## config.mk

```make
export PLATFORM = sky130hd
export DESIGN_NAME = i2c_cmd_engine
export DESIGN_NICKNAME = d
export VERILOG_FILES = /design/src/rtl/i2c_eng_pkg.sv /design/src/rtl/i2c_cmd_decode.sv /design/src/rtl/i2c_port_busy.sv /design/src/rtl/i2c_byte_fsm.sv /design/src/rtl/i2c_cmd_engine.sv
export SDC_FILE = /design/constraint.sdc
export NUM_CORES = 1
export LEC_CHECK = 0
export ABC_CLOCK_PERIOD_IN_PS = 3870
export BUFFER_PORTS_ARGS = -buffer_cell sky130_fd_sc_hd__buf_2
export CORE_UTILIZATION = 46
export CTS_CLUSTER_SIZE = 28
export DETAILED_ROUTE_END_ITERATION = 16
export PLACE_DENSITY = 0.86
export SKIP_CTS_REPAIR_TIMING = 1
export SLEW_MARGIN = 15
export SYNTH_ARGS = -nofsm -noshare
export SYNTH_HDL_FRONTEND = slang
export SYNTH_HIERARCHICAL = 1
export SYNTH_SLANG_ARGS = --single-unit
```

## constraint.sdc

```tcl
create_clock -name clk -period 3.87 [get_ports clk]
set_clock_uncertainty 0.2 [all_clocks]
set_input_delay 0.774 -clock clk [delete_from_list [all_inputs] [get_ports clk]]
set_output_delay 0.774 -clock clk [all_outputs]
set_load 0.03 [all_outputs]
```

## src/rtl/i2c_eng_pkg.sv

```systemverilog
package i2c_eng_pkg;

   typedef enum logic [1:0] {
      OP_START = 2'd0,
      OP_SEND  = 2'd1,
      OP_RECV  = 2'd2,
      OP_STOP  = 2'd3
   } bus_op_e;

   localparam int CMD_W      = 64;
   localparam int BIT_START  = 63;
   localparam int BIT_ADDRPH = 62;
   localparam int BIT_STOP   = 61;
   localparam int BIT_RNW    = 60;
   localparam int DEV_LSB    = 49;
   localparam int DEV_W      = 7;
   localparam int LEN_MAX_W  = 16;

   typedef struct packed {
      logic             start;
      logic             addr_ph;
      logic             stop;
      logic             rnw;
      logic [DEV_W-1:0] dev;
   } cmd_flags_t;

endpackage

```

## src/rtl/i2c_cmd_decode.sv

```systemverilog
module i2c_cmd_decode
   import i2c_eng_pkg::*;
#(
   parameter int NUM_PORTS  = 3,
   parameter int PORT_SEL_W = 2,
   parameter int LEN_W      = 16
) (
   input  logic [CMD_W-1:0]      cmd_word,
   input  logic [PORT_SEL_W-1:0] port_sel,
   output cmd_flags_t            flags,
   output logic [LEN_W-1:0]      len,
   output logic                  empty_cmd,
   output logic                  port_ok
);
   always_comb begin
      flags.start   = cmd_word[BIT_START];
      flags.addr_ph = cmd_word[BIT_ADDRPH];
      flags.stop    = cmd_word[BIT_STOP];
      flags.rnw     = cmd_word[BIT_RNW];
      flags.dev     = cmd_word[DEV_LSB +: DEV_W];
      len           = cmd_word[LEN_W-1:0];
      empty_cmd     = !flags.start && !flags.addr_ph && !flags.stop && (len == '0);
   end

   generate
      if (NUM_PORTS == (1 << PORT_SEL_W)) begin : g_all_ports
         assign port_ok = 1'b1;
      end else begin : g_range_ports
         assign port_ok = (32'(port_sel) < NUM_PORTS);
      end
   endgenerate
endmodule

```

## src/rtl/i2c_port_busy.sv

```systemverilog
module i2c_port_busy #(
   parameter int NUM_PORTS  = 3,
   parameter int PORT_SEL_W = 2
) (
   input  logic                  clk,
   input  logic                  rst_n,
   input  logic                  set_en,
   input  logic                  clr_en,
   input  logic [PORT_SEL_W-1:0] port,
   output logic [NUM_PORTS-1:0]  busy_vec
);
   generate
      for (genvar gi = 0; gi < NUM_PORTS; gi++) begin : g_port
         logic hit;
         assign hit = (port == PORT_SEL_W'(gi));
         always_ff @(posedge clk) begin
            if (!rst_n)             busy_vec[gi] <= 1'b0;
            else if (set_en && hit) busy_vec[gi] <= 1'b1;
            else if (clr_en && hit) busy_vec[gi] <= 1'b0;
         end
      end
   endgenerate
endmodule

```

## src/rtl/i2c_byte_fsm.sv

```systemverilog
module i2c_byte_fsm
   import i2c_eng_pkg::*;
#(
   parameter int LEN_W      = 16,
   parameter int PORT_SEL_W = 2,
   parameter int CNT_W      = 4
) (
   input  logic                  clk,
   input  logic                  rst_n,
   input  logic                  accept,
   input  cmd_flags_t            flags,
   input  logic [LEN_W-1:0]      len,
   input  logic [PORT_SEL_W-1:0] port,
   input  logic                  fifo_full,
   input  logic                  fifo_empty,
   input  logic [CNT_W-1:0]      fifo_level,
   input  logic [7:0]            fifo_rdata,
   output logic                  fifo_pop,
   output logic                  fifo_push,
   output logic [7:0]            fifo_wdata,
   output logic                  bus_req_valid,
   output logic [1:0]            bus_op,
   output logic [PORT_SEL_W-1:0] bus_port,
   output logic [DEV_W-1:0]      bus_addr,
   output logic                  bus_rnw,
   output logic [7:0]            bus_wdata,
   input  logic                  bus_done,
   input  logic                  bus_nack,
   input  logic [7:0]            bus_rdata,
   output logic [LEN_W-1:0]      front_res,
   output logic [LEN_W-1:0]      back_res,
   output logic [CNT_W-1:0]      stat_fifo_cnt,
   output logic                  cmd_complete,
   output logic                  nack_err,
   output logic                  bus_owned,
   output logic                  busy_set,
   output logic                  busy_clr
);
   typedef enum logic [2:0] {
      S_IDLE, S_START, S_MOVE, S_XFER, S_STOP
   } state_e;

   state_e                state_q;
   logic [PORT_SEL_W-1:0] port_q;
   logic [DEV_W-1:0]      addr_q;
   logic                  rnw_q;
   logic                  stop_q;
   logic [7:0]            wdata_q;
   logic                  refresh_q;
   logic                  front_zero;
   logic                  can_recv;
   logic                  can_send;
   bus_op_e               op_c;

   assign front_zero = (front_res == '0);
   assign can_recv   = rnw_q && !fifo_full;
   assign can_send   = !rnw_q && !fifo_empty;

   always_comb begin
      unique case (state_q)
         S_XFER:  op_c = rnw_q ? OP_RECV : OP_SEND;
         S_STOP:  op_c = OP_STOP;
         default: op_c = OP_START;
      endcase
   end

   assign bus_op        = op_c;
   assign bus_req_valid = (state_q == S_START) || (state_q == S_XFER) || (state_q == S_STOP);
   assign bus_port      = port_q;
   assign bus_addr      = addr_q;
   assign bus_rnw       = rnw_q;
   assign bus_wdata     = wdata_q;
   assign fifo_pop      = (state_q == S_MOVE) && !front_zero && can_send;
   assign fifo_push     = (state_q == S_XFER) && bus_done && rnw_q;
   assign fifo_wdata    = bus_rdata;
   assign busy_set      = (state_q == S_START) && bus_done && !bus_nack;
   assign busy_clr      = (state_q == S_STOP) && bus_done;

   always_ff @(posedge clk) begin
      if (!rst_n) begin
         state_q       <= S_IDLE;
         port_q        <= '0;
         addr_q        <= '0;
         rnw_q         <= 1'b0;
         stop_q        <= 1'b0;
         wdata_q       <= '0;
         refresh_q     <= 1'b0;
         front_res     <= '0;
         back_res      <= '0;
         stat_fifo_cnt <= '0;
         cmd_complete  <= 1'b1;
         nack_err      <= 1'b0;
         bus_owned     <= 1'b0;
      end else begin
         refresh_q <= 1'b0;
         if (refresh_q) stat_fifo_cnt <= fifo_level;
         unique case (state_q)
            S_IDLE: begin
               if (accept) begin
                  front_res <= len;
                  back_res  <= len;
                  port_q    <= port;
                  addr_q    <= flags.dev;
                  rnw_q     <= flags.rnw;
                  stop_q    <= flags.stop;
                  if (flags.start) begin
                     cmd_complete <= 1'b0;
                     state_q      <= S_START;
                  end
               end
            end
            S_START: begin
               if (bus_done) begin
                  if (bus_nack) begin
                     nack_err     <= 1'b1;
                     cmd_complete <= 1'b1;
                     state_q      <= S_IDLE;
                  end else begin
                     bus_owned <= 1'b1;
                     state_q   <= S_MOVE;
                  end
               end
            end
            S_MOVE: begin
               if (front_zero) begin
                  if (stop_q) begin
                     state_q <= S_STOP;
                  end else begin
                     cmd_complete <= 1'b1;
                     state_q      <= S_IDLE;
                  end
               end else if (can_recv) begin
                  state_q <= S_XFER;
               end else if (can_send) begin
                  wdata_q <= fifo_rdata;
                  state_q <= S_XFER;
               end
            end
            S_XFER: begin
               if (bus_done) begin
                  front_res <= front_res - 1'b1;
                  refresh_q <= 1'b1;
                  if (!rnw_q && bus_nack) begin
                     nack_err <= 1'b1;
                     state_q  <= S_STOP;
                  end else begin
                     state_q <= S_MOVE;
                  end
               end
            end
            S_STOP: begin
               if (bus_done) begin
                  bus_owned    <= 1'b0;
                  cmd_complete <= 1'b1;
                  state_q      <= S_IDLE;
               end
            end
            default: state_q <= S_IDLE;
         endcase
      end
   end
endmodule

```

## src/rtl/i2c_cmd_engine.sv

```systemverilog
module i2c_cmd_engine
   import i2c_eng_pkg::*;
#(
   parameter  int NUM_PORTS  = 3,
   parameter  int PORT_SEL_W = 2,
   parameter  int LEN_W      = 16,
   parameter  int FIFO_DEPTH = 8,
   localparam int CNT_W      = $clog2(FIFO_DEPTH + 1)
) (
   input  logic                  clk,
   input  logic                  rst_n,
   input  logic                  cmd_valid,
   input  logic [63:0]           cmd_word,
   input  logic [PORT_SEL_W-1:0] mode_port,
   output logic                  cmd_complete,
   output logic                  invalid_cmd,
   output logic                  nack_err,
   output logic                  bus_owned,
   output logic [NUM_PORTS-1:0]  port_busy,
   output logic [LEN_W-1:0]      front_res,
   output logic [LEN_W-1:0]      back_res,
   output logic [CNT_W-1:0]      stat_fifo_cnt,
   input  logic                  fifo_full,
   input  logic                  fifo_empty,
   input  logic [CNT_W-1:0]      fifo_level,
   input  logic [7:0]            fifo_rdata,
   output logic                  fifo_pop,
   output logic                  fifo_push,
   output logic [7:0]            fifo_wdata,
   output logic                  bus_req_valid,
   output logic [1:0]            bus_op,
   output logic [PORT_SEL_W-1:0] bus_port,
   output logic [6:0]            bus_addr,
   output logic                  bus_rnw,
   output logic [7:0]            bus_wdata,
   input  logic                  bus_done,
   input  logic                  bus_nack,
   input  logic [7:0]            bus_rdata
);
   generate
      if (NUM_PORTS < 1 || NUM_PORTS > (1 << PORT_SEL_W)) begin : g_bad_ports
         $error("NUM_PORTS must lie in 1..2**PORT_SEL_W");
      end
      if (LEN_W < 1 || LEN_W > LEN_MAX_W) begin : g_bad_len
         $error("LEN_W must lie in 1..16");
      end
      if (FIFO_DEPTH < 1) begin : g_bad_depth
         $error("FIFO_DEPTH must be at least 1");
      end
   endgenerate

   cmd_flags_t       flags;
   logic [LEN_W-1:0] len;
   logic             empty_cmd;
   logic             port_ok;
   logic             accept;
   logic             busy_set;
   logic             busy_clr;

   i2c_cmd_decode #(
      .NUM_PORTS (NUM_PORTS),
      .PORT_SEL_W(PORT_SEL_W),
      .LEN_W     (LEN_W)
   ) u_decode (
      .cmd_word (cmd_word),
      .port_sel (mode_port),
      .flags    (flags),
      .len      (len),
      .empty_cmd(empty_cmd),
      .port_ok  (port_ok)
   );

   assign accept = cmd_valid && !empty_cmd && cmd_complete && port_ok;

   always_ff @(posedge clk) begin
      if (!rst_n)
         invalid_cmd <= 1'b0;
      else if (cmd_valid && (empty_cmd || !cmd_complete))
         invalid_cmd <= 1'b1;
   end

   i2c_byte_fsm #(
      .LEN_W     (LEN_W),
      .PORT_SEL_W(PORT_SEL_W),
      .CNT_W     (CNT_W)
   ) u_fsm (
      .clk          (clk),
      .rst_n        (rst_n),
      .accept       (accept),
      .flags        (flags),
      .len          (len),
      .port         (mode_port),
      .fifo_full    (fifo_full),
      .fifo_empty   (fifo_empty),
      .fifo_level   (fifo_level),
      .fifo_rdata   (fifo_rdata),
      .fifo_pop     (fifo_pop),
      .fifo_push    (fifo_push),
      .fifo_wdata   (fifo_wdata),
      .bus_req_valid(bus_req_valid),
      .bus_op       (bus_op),
      .bus_port     (bus_port),
      .bus_addr     (bus_addr),
      .bus_rnw      (bus_rnw),
      .bus_wdata    (bus_wdata),
      .bus_done     (bus_done),
      .bus_nack     (bus_nack),
      .bus_rdata    (bus_rdata),
      .front_res    (front_res),
      .back_res     (back_res),
      .stat_fifo_cnt(stat_fifo_cnt),
      .cmd_complete (cmd_complete),
      .nack_err     (nack_err),
      .bus_owned    (bus_owned),
      .busy_set     (busy_set),
      .busy_clr     (busy_clr)
   );

   i2c_port_busy #(
      .NUM_PORTS (NUM_PORTS),
      .PORT_SEL_W(PORT_SEL_W)
   ) u_busy (
      .clk     (clk),
      .rst_n   (rst_n),
      .set_en  (busy_set),
      .clr_en  (busy_clr),
      .port    (bus_port),
      .busy_vec(port_busy)
   );
endmodule

```

==> metrics.md <==
| Metric | Value |
|---|---|
| RePlAce Congestion | 0.852 |
| Worst setup path class | input port to register |
| Post-route ant nets | 0 |
| Buffers on Ports | between 100 and 150 |
| Standby leakage power | 1.78 nW |
| Reg-to-Reg End | u_fsm/front_res[13]$_SDFFE_PN0P_ |
| Status | finished clean |
| Final HPWL DP | about 6000 um |
| Worst-skew pair later-pin latency | roughly 330 ps |
| Via/cell ratio | 5.43 |
| Clk sink count | 66 |
| Total number of vias | ~3300 |
| Final setup violation count | 0 |
| Synthesis Warnings | 6 |
| WL/cell | 14.4 um |
| Final min period | 3240 ps |
| Worst Tran Pin Value | 1020 ps |
| PD cells | 640 nW/um^2 |
| Count of pins over their slew limit | 0 |
| Area grow syn2layout | 18.5% |
| Die Width | 88.2 um |
| Die height | 88.2 um |
| Syn Nets | between 500 and 600 |
| Routed wire length | 8630 um |
| Combinational Power Share | a little under two fifths |
| Reg-to-reg startpoint | u_fsm/cmd_complete$_SDFFE_PN1P_ |
| Part of the power in registers | 35.1% |
| Max-capacitance violation count | 0 |
| Proportion of layout cells with a drive suffix above 1 | 30.5% |
| Maximum clock rate | 0.309 GHz |
| Reg2reg path depth | 7 |
| Placed cell count | 585 |
| Worst Path Required | 3890 ps |
| Gr usage total | 22.1% |
| Number of global-route vias before repair | 2832 |
| Core Footprint | 7210 sq um |
| Worst min-delay path category | register to register |
| Iter 0 DRT Violations | 184 |
| First-pass GRT wire length | between 10000 and 15000 um |
| Critical Path Fanout Max | 25 |
| Endpoint class of the critical path | register |
| Initial antenna violation count | 0 |
| Reg2Reg Setup Slack | 1150 ps |
| Max H-tree Level | 3 |
| Slew headroom | roughly a third |
| CTS clk-pin slew, worst paths | 70 ps |
| Setup crit start kind | input port |
| Total grt overflow | 0 |
| Syn Area/Cell | 7.98 sq um |
| IO Pins | 167 |
| Die area | around 7800 sq um |
| Starting density of the core | a little under half |
| Pin count of the biggest net entering global routing | 48 |
| CTS tree | yes |
| Drt drc | 0 |
| Crit path DAT | 3260 ps |
| Clock tree buffer depth | 2 |
| Row count | 31 |
| Switching share of power | between 30% and 40% |
| Netlist Area Pre-Place | between 3000 and 4000 sq um |
| Power Total | between 2 and 3 mW |
| Non-Filler Instances | 601 |
| Final Cycle Share | a little over four fifths |
| CP endpoint | u_fsm/front_res[11]$_SDFFE_PN0P_ |
| First-pass iteration count of the detailed router | 5 |
| Cts bufs inserted | 9 |
| Post-layout util | between 50% and 60% |
| RSZ-0062 raised after global routing | false |
| Switching power | 1.02 mW |
| Pint | 1.56 mW |
| Worst VDD drop | 0.000270 V |
| Mapped Cells | 428 |
| Final nets | 592 |
| # diodes | 0 |
| Clk network pwr share | about a quarter |
| Setup crit start | cmd_word[8] |
| Clk root buf | clkbuf_8 |
| Endpoints failing hold | 0 |
| Setup TNS | 0 ps |
==> per-stage QoR <==
| step | worst slack, ps | hold slack, ps | instance area, sq um |
|---|---|---|---|
| 2_1_floorplan | 903 | 248 | 3420 |
| 3_3_place_gp | 366 | 240 | 3800 |
| 3_5_place_dp | 321 | 242 | 3800 |
| 4_1_cts | 666 | 252 | 4050 |
| 5_1_grt | 509 | 273 | 4050 |
| 6_report | 634 | 249 | 4050 |
==> worst min path at each step <==
| stage | from | end | slack, ps | cells after the start |
|---|---|---|---|---|
| floorplan | u_fsm/stop_q$_SDFFE_PN0P_ | u_fsm/stop_q$_SDFFE_PN0P_ | 250 | 2 |
| global placement | u_fsm/bus_addr[5]$_SDFFE_PN0P_ | u_fsm/bus_addr[5]$_SDFFE_PN0P_ | 240 | 2 |
| detailed placement | u_busy/busy_vec[1]$_SDFFE_PN0P_ | u_busy/busy_vec[1]$_SDFFE_PN0P_ | 240 | 2 |
| CTS | u_busy/busy_vec[1]$_SDFFE_PN0P_ | u_busy/busy_vec[1]$_SDFFE_PN0P_ | 250 | 2 |
| global route | u_fsm/bus_addr[0]$_SDFFE_PN0P_ | u_fsm/bus_addr[0]$_SDFFE_PN0P_ | 270 | 2 |
| finish | u_busy/busy_vec[1]$_SDFFE_PN0P_ | u_busy/busy_vec[1]$_SDFFE_PN0P_ | 250 | 2 |
==> critical path, stage by stage <==
cell     delay, ps
buf_2          120
nor4_1         490
nand4_1        260
nor4_2         330
nor2b_4         60
and3_1         220
or3b_4         250
nor2_2         180
a22o_1         270
a221o_1        300
==> layout by cell type, fill, tap and decap left out, drive strengths merged, types with 4 or more instances in the layout <==
master / instances
o21ai: 13
dfxtp: 66
and2: 4
nor3: 7
nor2: 23
inv: 11
a21oi: 43
mux2i: 14
nand4: 5
clkbuf: 9
nand3: 5
buf: 121
nor4: 12
a22oi: 4
nand2: 90
nor3b: 4
==> state kept, by name (all words and copies together), names as in the netlist, 2 cells and up <==
signal / count
u_fsm/bus_port: 2
u_fsm/bus_addr: 7
u_fsm/front_res: 16
u_busy/busy_vec: 3
u_fsm/stat_fifo_cnt: 4
u_fsm/bus_wdata: 8
u_fsm/back_res: 16
u_fsm/state_q: 3
==> area by class of cell <==
class,count,area (sq um)
Fill cell,698,3170
Multi-Input combinational cell,288,1680
Sequential cell,66,1320
Timing Repair Buffer,121,638
Clock buffer,9,124
Tap cell,99,124
Clock inverter,7,118
Inverter,11,41.3
==> power groups by stage <==
stage | Clock [mW] | Combinational (mW) | Sequential (mW)
after floorplan | 0 | 0.579 | 1.08
after global placement | 0 | 0.960 | 0.912
after detailed placement | 0 | 0.983 | 0.920
after CTS | 0.706 | 0.986 | 0.905
after global routing | 0.735 | 1.07 | 0.924
final | 0.689 | 0.991 | 0.908
==> metal layers <==
| layer | vias to the layer above | global-route usage, % | routed length, um |
|---|---|---|---|
| met2 | 144 | 36.8 | 4120 |
| met1 | 1506 | 27.8 | 3680 |
| met3 | 14 | 5.47 | 670 |
| met4 | 0 | 7.92 | 151 |
| met5 | - | 0 | 0 |
| li1 | 1598 | - | - |
No activity file was read; power rests on OpenSTA's default activity.
